==> src/rtl/pci_par_pkg.sv <==
package pci_par_pkg;

   // Kind of phase held in the check stage
   typedef enum logic [1:0] {
      PH_NONE = 2'd0,
      PH_ADDR = 2'd1,
      PH_DATA = 2'd2
   } phase_e;

   // Address strobe wins when both are raised; driven cycles are never checked
   function automatic phase_e classify(input logic drv, input logic av, input logic dv);
      phase_e r;
      if (drv)     r = PH_NONE;
      else if (av) r = PH_ADDR;
      else if (dv) r = PH_DATA;
      else         r = PH_NONE;
      return r;
   endfunction

endpackage

==> src/rtl/pci_par_tree.sv <==
module pci_par_tree #(
   parameter int W          = 36,
   parameter int TREE_STYLE = 1
) (
   input  logic [W-1:0] d,
   output logic         p
);
   localparam int LEVELS = $clog2(W);
   localparam int PW     = 1 << LEVELS;

   generate
      if (W < 1) begin : g_bad_w
         $error("pci_par_tree: W must be at least 1");
      end
      if (TREE_STYLE != 0 && TREE_STYLE != 1) begin : g_bad_style
         $error("pci_par_tree: TREE_STYLE must be 0 or 1");
      end

      if (TREE_STYLE == 0) begin : g_reduce
         assign p = ^d;
      end else begin : g_tree
         // Balanced XOR tree, zero-padded to a power of two
         for (genvar l = 0; l <= LEVELS; l++) begin : g_lvl
            logic [(PW >> l)-1:0] v;
            if (l == 0) begin : g_leaf
               assign v = PW'(d);
            end else begin : g_node
               for (genvar i = 0; i < (PW >> l); i++) begin : g_x
                  assign v[i] = g_lvl[l-1].v[2*i] ^ g_lvl[l-1].v[2*i+1];
               end
            end
         end
         assign p = g_lvl[LEVELS].v[0];
      end
   endgenerate

endmodule

==> src/rtl/pci_par_gen.sv <==
module pci_par_gen (
   input  logic clk,
   input  logic rst_n,
   input  logic bus_par,
   input  logic drive_en,
   output logic par_o,
   output logic par_oe_o
);
   logic par_q;
   logic oe_q;

   always_ff @(posedge clk) begin
      if (!rst_n) begin
         par_q <= 1'b0;
         oe_q  <= 1'b0;
      end else begin
         par_q <= drive_en ? bus_par : 1'b0;
         oe_q  <= drive_en;
      end
   end

   assign par_o    = par_q;
   assign par_oe_o = oe_q;

   p_par_value_r1: assert property (@(posedge clk) disable iff (!rst_n)
      drive_en |=> (par_o == $past(bus_par)));

   p_oe_follows_r2: assert property (@(posedge clk) disable iff (!rst_n)
      drive_en |=> par_oe_o);

   p_oe_idle_r2: assert property (@(posedge clk) disable iff (!rst_n)
      !drive_en |=> !par_oe_o);

   p_par_quiet_r3: assert property (@(posedge clk) disable iff (!rst_n)
      !par_oe_o |-> !par_o);

endmodule

==> src/rtl/pci_par_chk.sv <==
module pci_par_chk
   import pci_par_pkg::*;
(
   input  logic clk,
   input  logic rst_n,
   input  logic bus_par,
   input  logic par_i,
   input  logic drive_en,
   input  logic addr_vld,
   input  logic data_vld,
   output logic perr_n_o,
   output logic serr_n_o
);
   phase_e s_ph;
   logic   s_par;
   logic   perr_q;
   logic   serr_q;
   logic   mism;

   assign mism = s_par ^ par_i;

   always_ff @(posedge clk) begin
      if (!rst_n) begin
         s_ph   <= PH_NONE;
         s_par  <= 1'b0;
         perr_q <= 1'b0;
         serr_q <= 1'b0;
      end else begin
         s_ph   <= classify(drive_en, addr_vld, data_vld);
         s_par  <= bus_par;
         perr_q <= (s_ph == PH_DATA) && mism;
         serr_q <= (s_ph == PH_ADDR) && mism;
      end
   end

   assign perr_n_o = ~perr_q;
   assign serr_n_o = ~serr_q;

   p_perr_cause_r4: assert property (@(posedge clk) disable iff (!rst_n)
      !perr_n_o |-> $past(data_vld && !addr_vld && !drive_en, 2));

   p_serr_cause_r5: assert property (@(posedge clk) disable iff (!rst_n)
      !serr_n_o |-> $past(addr_vld && !drive_en, 2));

   p_one_report_r5: assert property (@(posedge clk) disable iff (!rst_n)
      !(!perr_n_o && !serr_n_o));

   p_drive_unchecked_r8: assert property (@(posedge clk) disable iff (!rst_n)
      $past(drive_en, 2) |-> (perr_n_o && serr_n_o));

   p_idle_unchecked_r9: assert property (@(posedge clk) disable iff (!rst_n)
      $past(!addr_vld && !data_vld, 2) |-> (perr_n_o && serr_n_o));

endmodule

==> src/rtl/pci_parity_unit.sv <==
module pci_parity_unit #(
   parameter int AD_W       = 32,
   parameter int CBE_W      = 4,
   parameter int TREE_STYLE = 1
) (
   input  logic             clk,
   input  logic             rst_n,
   input  logic [AD_W-1:0]  ad_i,
   input  logic [CBE_W-1:0] cbe_i,
   input  logic             par_i,
   input  logic             drive_en_i,
   input  logic             addr_vld_i,
   input  logic             data_vld_i,
   output logic             par_o,
   output logic             par_oe_o,
   output logic             perr_n_o,
   output logic             serr_n_o
);
   localparam int BUS_W = AD_W + CBE_W;

   generate
      if (AD_W < 1 || CBE_W < 1) begin : g_bad_width
         $error("pci_parity_unit: AD_W and CBE_W must be positive");
      end
   endgenerate

   logic bus_par;

   pci_par_tree #(.W(BUS_W), .TREE_STYLE(TREE_STYLE)) u_tree (
      .d ({cbe_i, ad_i}),
      .p (bus_par)
   );

   pci_par_gen u_gen (
      .clk      (clk),
      .rst_n    (rst_n),
      .bus_par  (bus_par),
      .drive_en (drive_en_i),
      .par_o    (par_o),
      .par_oe_o (par_oe_o)
   );

   pci_par_chk u_chk (
      .clk      (clk),
      .rst_n    (rst_n),
      .bus_par  (bus_par),
      .par_i    (par_i),
      .drive_en (drive_en_i),
      .addr_vld (addr_vld_i),
      .data_vld (data_vld_i),
      .perr_n_o (perr_n_o),
      .serr_n_o (serr_n_o)
   );

   p_reset_quiet_r10: assert property (@(posedge clk)
      !rst_n |=> (perr_n_o && serr_n_o && !par_oe_o && !par_o));

   p_even_total_r1: assert property (@(posedge clk) disable iff (!rst_n)
      drive_en_i |=> ((^$past({cbe_i, ad_i})) == par_o));

endmodule

==> config.mk <==
export PLATFORM = sky130hd
export DESIGN_NAME = pci_parity_unit
export DESIGN_NICKNAME = d
export VERILOG_FILES = /design/src/rtl/pci_par_pkg.sv /design/src/rtl/pci_par_tree.sv /design/src/rtl/pci_par_gen.sv /design/src/rtl/pci_par_chk.sv /design/src/rtl/pci_parity_unit.sv
export SDC_FILE = /design/constraint.sdc
export NUM_CORES = 1
export LEC_CHECK = 0
export ABC_AREA = 1
export BUFFER_PORTS_ARGS = -buffer_cell sky130_fd_sc_hd__clkbuf_2
export CORE_MARGIN = 1.5
export CORE_UTILIZATION = 46
export DETAILED_ROUTE_END_ITERATION = 8
export HOLD_SLACK_MARGIN = 0.12
export MAX_ROUTING_LAYER = met4
export PLACE_DENSITY = 0.84
export SYNTH_ARGS = -nofsm -noshare
export SYNTH_HDL_FRONTEND = slang
export SYNTH_HIERARCHICAL = 1
export SYNTH_SLANG_ARGS = --single-unit
==> constraint.sdc <==
create_clock -name clk -period 2.1 [get_ports clk]
set_clock_uncertainty 0.05 [all_clocks]
set_input_delay 0.105 -clock clk [delete_from_list [all_inputs] [get_ports clk]]
set_output_delay 0.105 -clock clk [all_outputs]
set_load 0.005 [all_outputs]
# Yosys cells after proc, flatten, opt, wreduce, memory -nomap -nowiden
# Cells that the tools add are included.
[totals] wordCells=55 inputBits=42 register_bits=7 out_inout_bits=4
[classes] mux=2 n_bitwise=39 n_eq_ne=2 reduce_logical=5
[op_table] op="1-bit bitwise XOR" n=36
[op_table] op="1-bit NOT" n=3
[op_table] op="3-bit OR reduction" n=1
[op_table] op="2-bit by 1-bit equality test with 1-bit output, second input constant" n=1
[op_table] op="2-bit equality test, second input constant" n=1
[op_table] op="1-bit logical AND" n=2
[op_table] op="2-bit 2-to-1 mux" n=1
[op_table] op="2-bit AND reduction" n=1
[op_table] op="2-bit OR reduction" n=1
[op_table] op="1-bit 2-to-1 mux" n=1

# Depth between registers and ports, before layout
# Gate-level depths: netlist of the first run.
[depth] depth_word=6 depth_mapped=15 ltp_nobuf=15

# By module
# Netlist of the first run, hierarchy kept.
[by_module_without_submodules] mod="pci_par_tree" cells_per_inst=177 area_each_um2=749.5 instances=1
[by_module_without_submodules] mod="pci_par_chk" cells_per_inst=26 area_each_um2=181.4 instances=1
[by_module_without_submodules] mod="pci_par_gen" cells_per_inst=6 area_each_um2=57.6 instances=1

# Worst setup path before layout of the first run
# OpenSTA, ideal clock, no wires.
[synth_path] kind="input to register" from="input port ad_i[9]" to="register u_gen.par_q (netlist: u_gen/par_o)" path_slack_ps=1051 path_buffers=0 path_stages=14 t_arrival_ps=889 cell_sequence="nor2_1 > inv_1 > nand2_1 > nand2_1 > nand2_1 > nand2_1 > nand2_1 > nand3_1 > nand2_1 > inv_1 > nand2_1 > nand2_1 > inv_1 > nor2_2"
[synth_between] elab_chain_len=6
[synth_rtl] item="start, declared" line="pci_parity_unit.sv:8" text="input logic [AD_W-1:0] ad_i,"
[synth_rtl] item="1-bit bitwise XOR (6 in a row)" line="pci_par_tree.sv:29" text="assign v[i] = g_lvl[l-1].v[2*i] ^ g_lvl[l-1].v[2*i+1];"
[synth_rtl] item="net bus_par" line="pci_parity_unit.sv:27" text="logic bus_par;"
[synth_rtl] item="end signal, assigned" line="pci_par_gen.sv:17" text="par_q <= drive_en ? bus_par : 1'b0;"
[synth_rtl] item="end, declared" line="pci_par_gen.sv:9" text="logic par_q;"
# The timed path passes the listed nets, and every way through them passes these cells.
# A chain may end at the register's enable or synchronous reset.

# Worst setup path in the final report of the first run
[layout_path] from="input port addr_vld_i" to="register u_chk.s_ph[1]"
[layout_between] elab_chain_len=1
[layout_rtl] item="start, declared" line="pci_parity_unit.sv:12" text="input logic addr_vld_i,"
[layout_rtl] item="3-bit OR reduction (no source line)"
[layout_rtl] item="end signal, assigned" line="pci_par_chk.sv:29" text="s_ph <= classify(drive_en, addr_vld, data_vld);"
[layout_rtl] item="end, declared" line="pci_par_chk.sv:14" text="phase_e s_ph;"
# Every way passes these cells.

==> results of run 1 <==
-- worst max-delay path, cell delays in order --
cell and delay [ps]:
dlygate4sd3_1 540, clkbuf_2 100, inv_1 60, nand2_1 40, dlygate4sd3_1 550, nor2_1 80, dlygate4sd3_1 560
-- power breakdown --
| part | switching [mW] | total, mW | internal (mW) |
|---|---|---|---|
| sequential | 0.00500 | 0.149 | 0.144 |
| clock | 0.0520 | 0.125 | 0.0727 |
| combinational | 0.151 | 0.272 | 0.121 |
-- state kept, by name, indices dropped and copies added, names as in the netlist --
register        cells
u_chk/perr_q        1
u_chk/serr_q        1
u_chk/s_ph          2
u_gen/par_oe_o      1
u_chk/s_par         1
u_gen/par_o         1
-- placed cells by master, fill, tap and decap left out --
cell type,netlist,layout
nor2_2,2,2
xor2_1,6,6
nand3_1,6,6
dlygate4sd3_1,0,9
clkbuf_4,0,3
nand2_2,2,2
inv_1,37,37
nor2_1,7,7
dfxtp_1,7,7
clkbuf_2,0,45
inv_2,3,3
clkbuf_1,0,1
xnor2_2,1,1
nand2_1,132,132
xnor2_1,6,6
-- cell families (layout without fill, tap and decap cells) --
group / after synthesis / in the layout / share of synthesized area, %
simple gates: 149 / 149 / 58.4
buf+inv: 40 / 98 / 15.2
xor+xnor: 13 / 13 / 12.3
flops: 7 / 7 / 14.2
-- synth_stat cells --
cell and instances:
nand2_1 132, inv_1 37, dfxtp_1 7, nor2_1 7
nand3_1 6, xnor2_1 6, xor2_1 6, inv_2 3
nand2_2 2, nor2_2 2, xnor2_2 1
-- final cells by class --
type	count	area share (%)
clock buffer	4	1.93
sequential	7	10.3
timing repair buffer	54	23.1
tap	27	2.48
inverter	40	11.0
multi-input combinational	162	51.2
-- worst paths after layout --
kind / start / end / slack [ps] / cells after the start
worst max register to register: u_chk/s_ph[1] / u_chk/serr_q / 1390 / 3
worst min register to register: u_chk/s_ph[0] / u_chk/serr_q / 450 / 2
worst min-delay path: u_chk/s_ph[0] / u_chk/serr_q / 450 / 2
worst max-delay path: addr_vld_i / u_chk/s_ph[1] / 200 / 7
-- repair_timing --
action | CTS | global route
hold endpoints to repair | 7 | 0
hold buffers | 9 | 0
setup buffers | 0 | 0
-- per-layer routing --
layer	vias to the layer above	global-route usage, %	routed length (microns)
met4	0	8.57	34
met5	-	-	0
li1	712	-	-
met1	483	20.1	891
met3	4	1.23	95
met2	38	39.6	1070
==> flow_summary.yaml, run 1 <==
timing:
  report.final.hold_viol_count: 0
  slew-limit-headroom_pct: 85.9
  hold_slack_ps: 454
  worst_pin_slew_ps: 211
  period_minus_slack_ps: 1900
  rsz0062_at_grt: "no"
  setup_slack_ps: 199
  max_freq_mhz: 526
  maxSlewViolCount: 0
  report.final.setup_viol: 0
  period_share_pct: 90.5
  setup_total_negative_slack_ps: 0
global_route:
  first_global_vias: 1153
  grt_overflow: 0
  grt_antenna_before_repair: 0
  largest_net_degree_at_the_start_of_global_routing: 6
  globalRouteTotalUtil_pct: 20.2
  grt_pass1_wl_microns: 3880
synth:
  syn_area_sq_um: 988
  yosys_warnings: 6
  synth.top_cell.area_share_pct: 50.1
  postSynthAreaPerCell_sq_um: 4.73
  syn_inst: 209
  synth.largest_area_cell: "nand2_1"
  ys_seq_area_share_pct: 14.2
  synthesis_stage_register_bit_count: 7
  synth.area.top_cells: "nand2_1, dfxtp_1, inv_1"
  synth.distinct_cells: 11
  syn_nets: 251
place:
  detailedPlace.worstSlack_ps: 857
  dp.cells: 281
  port_buffers: 45
  postPlaceCellArea_sq_um: 1250
  hpwl_microns: 1610
  globalplace.congestion: 0.734
finish:
  finish.cell_count_without_fillers: 294
  layout-area-overhead-vs-synth_pct: 38.0
  fillers: 204
  nets: 310
  layout-drive-gt1-share_pct: 21.0
  seqCellArea_sq_um: 140
  multi_input_comb_area_sq_um: 698
  post-route-util_pct: 68.1
  antenna-diode-count: 0
  final_design_area_no_fill_sq_um: 1360
clock_network:
  path_clk_slew_ps: 50
  cts_inserted_buffers: 3
  cts-htree-levels: 1
  clk_root_buffer_cell: "clkbuf_4"
  cts-root-to-sink-buffers: 2
  clock_sink_count: 7
  insertion_delay_ps: 250
  tritoncts: "built"
  cts_resized: 0
routing:
  route.detailed.drc: 0
  dr.first_iter.drc_count: 22
  drtPass1Iterations: 4
  via_count: 1237
  avgRoutedWirePerCell_microns: 7.11
  drtAntennaViolNets: 0
  vias_per_cell: 4.21
  routed_wirelength_microns: 2090
outcome:
  status: "completed"
floorplanning:
  core_sq_um: 2000
  die_width_microns: 49.4
  num_io_pins: 46
  placementRows: 16
  die_outline_height_microns: 49.4
  start_util_pct: 49.4
  dieArea_sq_um: 2440
power_and_ir_drop:
  p_leak_nw: 0.949
  finalPower_mw: 0.545
  irDropWorstVdd_v: 0.000273
  powerDensity_nw_per_um2: 400
worst_setup_path:
  critPathCaptureType: "register"
  critical_path_peak_fanout: 2
  startpoint_kind_of_the_worst_setup_timing_path: "input pin"
  cp.required_ps: 2240
  type_of_the_setup_path_with_the_least_slack: "in2reg"
  worstPathArrival_ps: 2040
job:
  timing.max_cap.violations: 0
min_path:
  worst_hold_path_type: "reg2reg"
Note: power is estimated with default switching activity, not from simulation.
==> inputs of run 2 (changes only) <==
Settings changed: CORE_MARGIN 1.5 to 10, GPL_TIMING_DRIVEN set to 0.
==> flow_summary.yaml, run 2 (synthesis results as in run 1) <==
finish:
  fillers: 198
  nets: 309
  layout-area-overhead-vs-synth_pct: 37.0
  largest_register: "u_chk/s_ph"
  largest_reg_flops: 2
  post-route-util_pct: 67.6
  multi_input_comb_area_sq_um: 698
  layout_common_cells: "nand2_1, clkbuf_2, inv_1, dlygate4sd3_1"
  layout_commonest_cell: "nand2_1"
  antenna-diode-count: 0
  final_design_area_no_fill_sq_um: 1350
  layout-drive-gt1-share_pct: 21.1
  seqCellArea_sq_um: 140
clock_network:
  cts_inserted_buffers: 3
  insertion_delay_ps: 250
  cts-htree-levels: 1
  path_clk_slew_ps: 50
  clock_sink_count: 7
  tritoncts: "built"
  cts-root-to-sink-buffers: 2
  clk_root_buffer_cell: "clkbuf_4"
  cts_resized: 0
  cts_setup_buffers: 0
  cts.hold.buffers_added: 8
floorplanning:
  placementRows: 16
  start_util_pct: 49.4
  dieArea_sq_um: 4400
  die_outline_height_microns: 66.4
  num_io_pins: 46
  die_width_microns: 66.4
  core_sq_um: 2000
place:
  globalplace.congestion: 0.727
  postPlaceCellArea_sq_um: 1250
  detailedPlace.worstSlack_ps: 836
  port_buffers: 45
  hpwl_microns: 2050
worst_setup_path:
  reg2regPathDepth: 4
  critPathCaptureType: "register"
  type_of_the_setup_path_with_the_least_slack: "in2reg"
  critical_path_peak_fanout: 5
  cp.required_ps: 2190
  startpoint_kind_of_the_worst_setup_timing_path: "input pin"
  worstPathArrival_ps: 1490
  reg2reg_from: "u_chk/s_par"
  worst_r2r_endpoint: "u_chk/perr_q"
  setup.reg_to_reg.worst_slack_ps: 1390
routing:
  dr_wl_met2_microns: 1280
  drtAntennaViolNets: 0
  routed_wirelength_microns: 2470
  highest_layer: "met4"
  route.detailed.drc: 0
  drtPass1Iterations: 4
  avgRoutedWirePerCell_microns: 8.41
  dr.first_iter.drc_count: 44
  via_count: 1244
  vias_per_cell: 4.25
  drt-met1-wl_microns: 1000
  met3_length_microns: 159
timing:
  max_freq_mhz: 717
  report.final.hold_viol_count: 0
  slew-limit-headroom_pct: 86.9
  maxSlewViolCount: 0
  rsz0062_at_grt: "no"
  period_share_pct: 66.4
  period_minus_slack_ps: 1390
  setup_total_negative_slack_ps: 0
  setup_slack_ps: 705
  hold_slack_ps: 419
  report.final.setup_viol: 0
  worst_pin_slew_ps: 195
global_route:
  grt_pass1_wl_microns: 4490
  largest_net_degree_at_the_start_of_global_routing: 6
  grt_antenna_before_repair: 0
  first_global_vias: 1187
  globalRouteTotalUtil_pct: 12.5
  grt_overflow: 0
power_and_ir_drop:
  p_leak_nw: 0.946
  powerDensity_nw_per_um2: 402
  irDropWorstVdd_v: 0.000294
min_path:
  worst_hold_startpoint: "u_chk/s_ph[1]"
  worstHoldPathCells: 2
  holdPathEnd: "u_chk/perr_q"
  worst_hold_path_type: "reg2reg"
outcome:
  status: "completed"
job:
  timing.max_cap.violations: 0
run 2: changes by cell type in the layout (fill, tap and decap cells not counted), sizes merged:
| cell | before | now |
|---|---|---|
| dlygate4sd3 | 9 | 8 |
run 2: where the power goes:
group,internal (mW),switching [mW]
sequential,0.144,0.00497
combinational,0.120,0.151
clock,0.0726,0.0513
run 2: per-stage QoR:
stage / power, mW / instances
finish: 0.544 / 293
global placement: 0.404 / 281
floorplan: 0.329 / 209
global route: 0.609 / 293
detailed placement: 0.411 / 281
CTS: 0.545 / 293
run 2: area by class of cell:
cell class	instances	share of cell area, %
well taps	27	2.50
repair buffers	53	22.6
flip-flops and latches	7	10.4
clock buffers	4	1.94
inverters	40	11.1
multi-input cells	162	51.6
run 2: layer usage:
layer / track usage [%] / up-vias
met5: - / -
met4: 4.71 / 0
met3: 2.88 / 3
met2: 23.2 / 32
met1: 12.1 / 491
li1: - / 718
run 2: worst max path at each step:
stage,startpoint,to,cells past startpoint
finish,rst_n,u_gen/par_oe_o,5
global route,rst_n,u_chk/s_ph[0],5
CTS,rst_n,u_gen/par_oe_o,5
detailed placement,ad_i[8],u_gen/par_o,15
global placement,ad_i[8],u_gen/par_o,15
floorplan,ad_i[9],u_gen/par_o,14
run 2: worst max-delay path: stages:
cell	delay, ps
dlygate4sd3_1	530
clkbuf_2	140
nand2_1	70
dlygate4sd3_1	580
inv_1	60
==> inputs of run 3 (changes only) <==
Clock period 2.1 ns to 1.4 ns, I/O delays scaled along.
==> flow_summary.yaml, run 3 (synthesis results as in run 1) <==
worst_setup_path:
  startpoint_kind_of_the_worst_setup_timing_path: "input pin"
  reg2regPathDepth: 4
  worstPathArrival_ps: 1500
  critPathCaptureType: "register"
  critical_path_peak_fanout: 2
  setup.reg_to_reg.worst_slack_ps: 700
  worst_r2r_endpoint: "u_chk/perr_q"
  type_of_the_setup_path_with_the_least_slack: "in2reg"
  cp.required_ps: 1550
  reg2reg_from: "u_chk/s_par"
timing:
  slew-limit-headroom_pct: 86.9
  worst_pin_slew_ps: 195
  hold_slack_ps: 419
  report.final.setup_viol: 0
  setup_total_negative_slack_ps: 0
  report.final.hold_viol_count: 0
  period_share_pct: 96.3
  period_minus_slack_ps: 1350
  max_freq_mhz: 742
  rsz0062_at_grt: "no"
  maxSlewViolCount: 0
finish:
  largest_reg_flops: 2
  layout_commonest_cell: "nand2_1"
  antenna-diode-count: 0
  post-route-util_pct: 67.4
  largest_register: "u_chk/s_ph"
  multi_input_comb_area_sq_um: 698
  nets: 308
  fillers: 199
  seqCellArea_sq_um: 140
  final_design_area_no_fill_sq_um: 1350
  layout_common_cells: "nand2_1, clkbuf_2, inv_1, dlygate4sd3_1"
  layout-area-overhead-vs-synth_pct: 36.5
  layout-drive-gt1-share_pct: 20.8
routing:
  routed_wirelength_microns: 2440
  route.detailed.drc: 0
  drt-met1-wl_microns: 972
  dr_wl_met2_microns: 1280
  dr.first_iter.drc_count: 43
  highest_layer: "met4"
  vias_per_cell: 4.25
  drtPass1Iterations: 4
  via_count: 1241
  avgRoutedWirePerCell_microns: 8.36
  drtAntennaViolNets: 0
  met3_length_microns: 170
clock_network:
  tritoncts: "built"
  cts-root-to-sink-buffers: 2
  clock_sink_count: 7
  clk_root_buffer_cell: "clkbuf_4"
  cts-htree-levels: 1
  insertion_delay_ps: 260
  cts_setup_buffers: 0
  cts_inserted_buffers: 3
  path_clk_slew_ps: 50
floorplanning:
  start_util_pct: 49.4
  die_outline_height_microns: 66.4
  placementRows: 16
  core_sq_um: 2000
  die_width_microns: 66.4
  dieArea_sq_um: 4400
  num_io_pins: 46
min_path:
  worstHoldPathCells: 2
  worst_hold_startpoint: "u_chk/s_ph[1]"
  holdPathEnd: "u_chk/perr_q"
  worst_hold_path_type: "reg2reg"
job:
  timing.max_cap.violations: 0
global_route:
  globalRouteTotalUtil_pct: 12.5
  largest_net_degree_at_the_start_of_global_routing: 6
  first_global_vias: 1187
  grt_overflow: 0
  grt_antenna_before_repair: 0
  grt_pass1_wl_microns: 4490
power_and_ir_drop:
  cell_int_power_mw: 0.503
  irDropWorstVdd_v: 0.000440
  netSwitchingFraction_pct: 38.2
  switchingPower_mw: 0.311
  powerDensity_nw_per_um2: 603
  p_comb_share_pct: 49.7
  clk_network_pwr_share_pct: 23.0
  share_seq_of_total_power_pct: 27.3
  p_leak_nw: 0.942
place:
  postPlaceCellArea_sq_um: 1250
  hpwl_microns: 2050
  globalplace.congestion: 0.727
  port_buffers: 45
outcome:
  status: "completed"
==> run 3: cell types whose count changed in the layout (fill, tap and decap cells not counted) <==
| cell | previous run | this run |
|---|---|---|
| clkbuf_2 | 45 | 44 |
==> run 3: cell type report <==
type	instances	area share, %
timing repair buffer	52	22.3
sequential	7	10.4
multi-input combinational	162	51.8
inverter	40	11.1
tap	27	2.50
clock buffer	4	1.95
==> run 3: repair_timing <==
action,4_1_cts,5_1_grt
endpoints found under the setup margin,0,3
resized for setup,0,0
endpoints found under the hold margin,7,0
hold buffers,8,0
==> run 3: power by group through the flow <==
stage / clock (mW) / sequential [mW] / combinational (mW)
floorplan: 0 / 0.226 / 0.268
global placement: 0 / 0.225 / 0.380
detailed placement: 0 / 0.226 / 0.391
CTS: 0.187 / 0.222 / 0.409
global route: 0.208 / 0.224 / 0.480
finish: 0.187 / 0.222 / 0.405
==> run 3: routing by layer <==
metal,track usage (%),up-vias
met3,2.88,3
met2,23.2,32
li1,-,715
met4,4.71,0
met5,-,-
met1,12.1,491
==> run 3: worst max-delay path by stage <==
stage	startpoint	to	slack, ps	cells past startpoint
after floorplan	ad_i[9]	u_gen/par_o	390	14
after CTS	rst_n	u_gen/par_oe_o	50	5
after global placement	ad_i[8]	u_gen/par_o	180	15
after detailed placement	ad_i[8]	u_gen/par_o	170	15
after global routing	rst_n	u_chk/s_ph[1]	9	4
final	drive_en_i	u_chk/s_ph[1]	50	6
==> run 3: worst max-delay path, cell delays in order <==
cell and delay (ps):
dlygate4sd3_1 550, clkbuf_2 120, inv_1 50, nand2_1 60
nor2_1 110, dlygate4sd3_1 550
==> run 3: through the flow <==
step / instances / power (mW) / worst slack, ps
CTS: 293 / 0.818 / 49.0
global placement: 281 / 0.606 / 184
global route: 292 / 0.912 / 9.05
floorplan: 209 / 0.493 / 386
finish: 292 / 0.814 / 51.9
detailed placement: 281 / 0.617 / 171
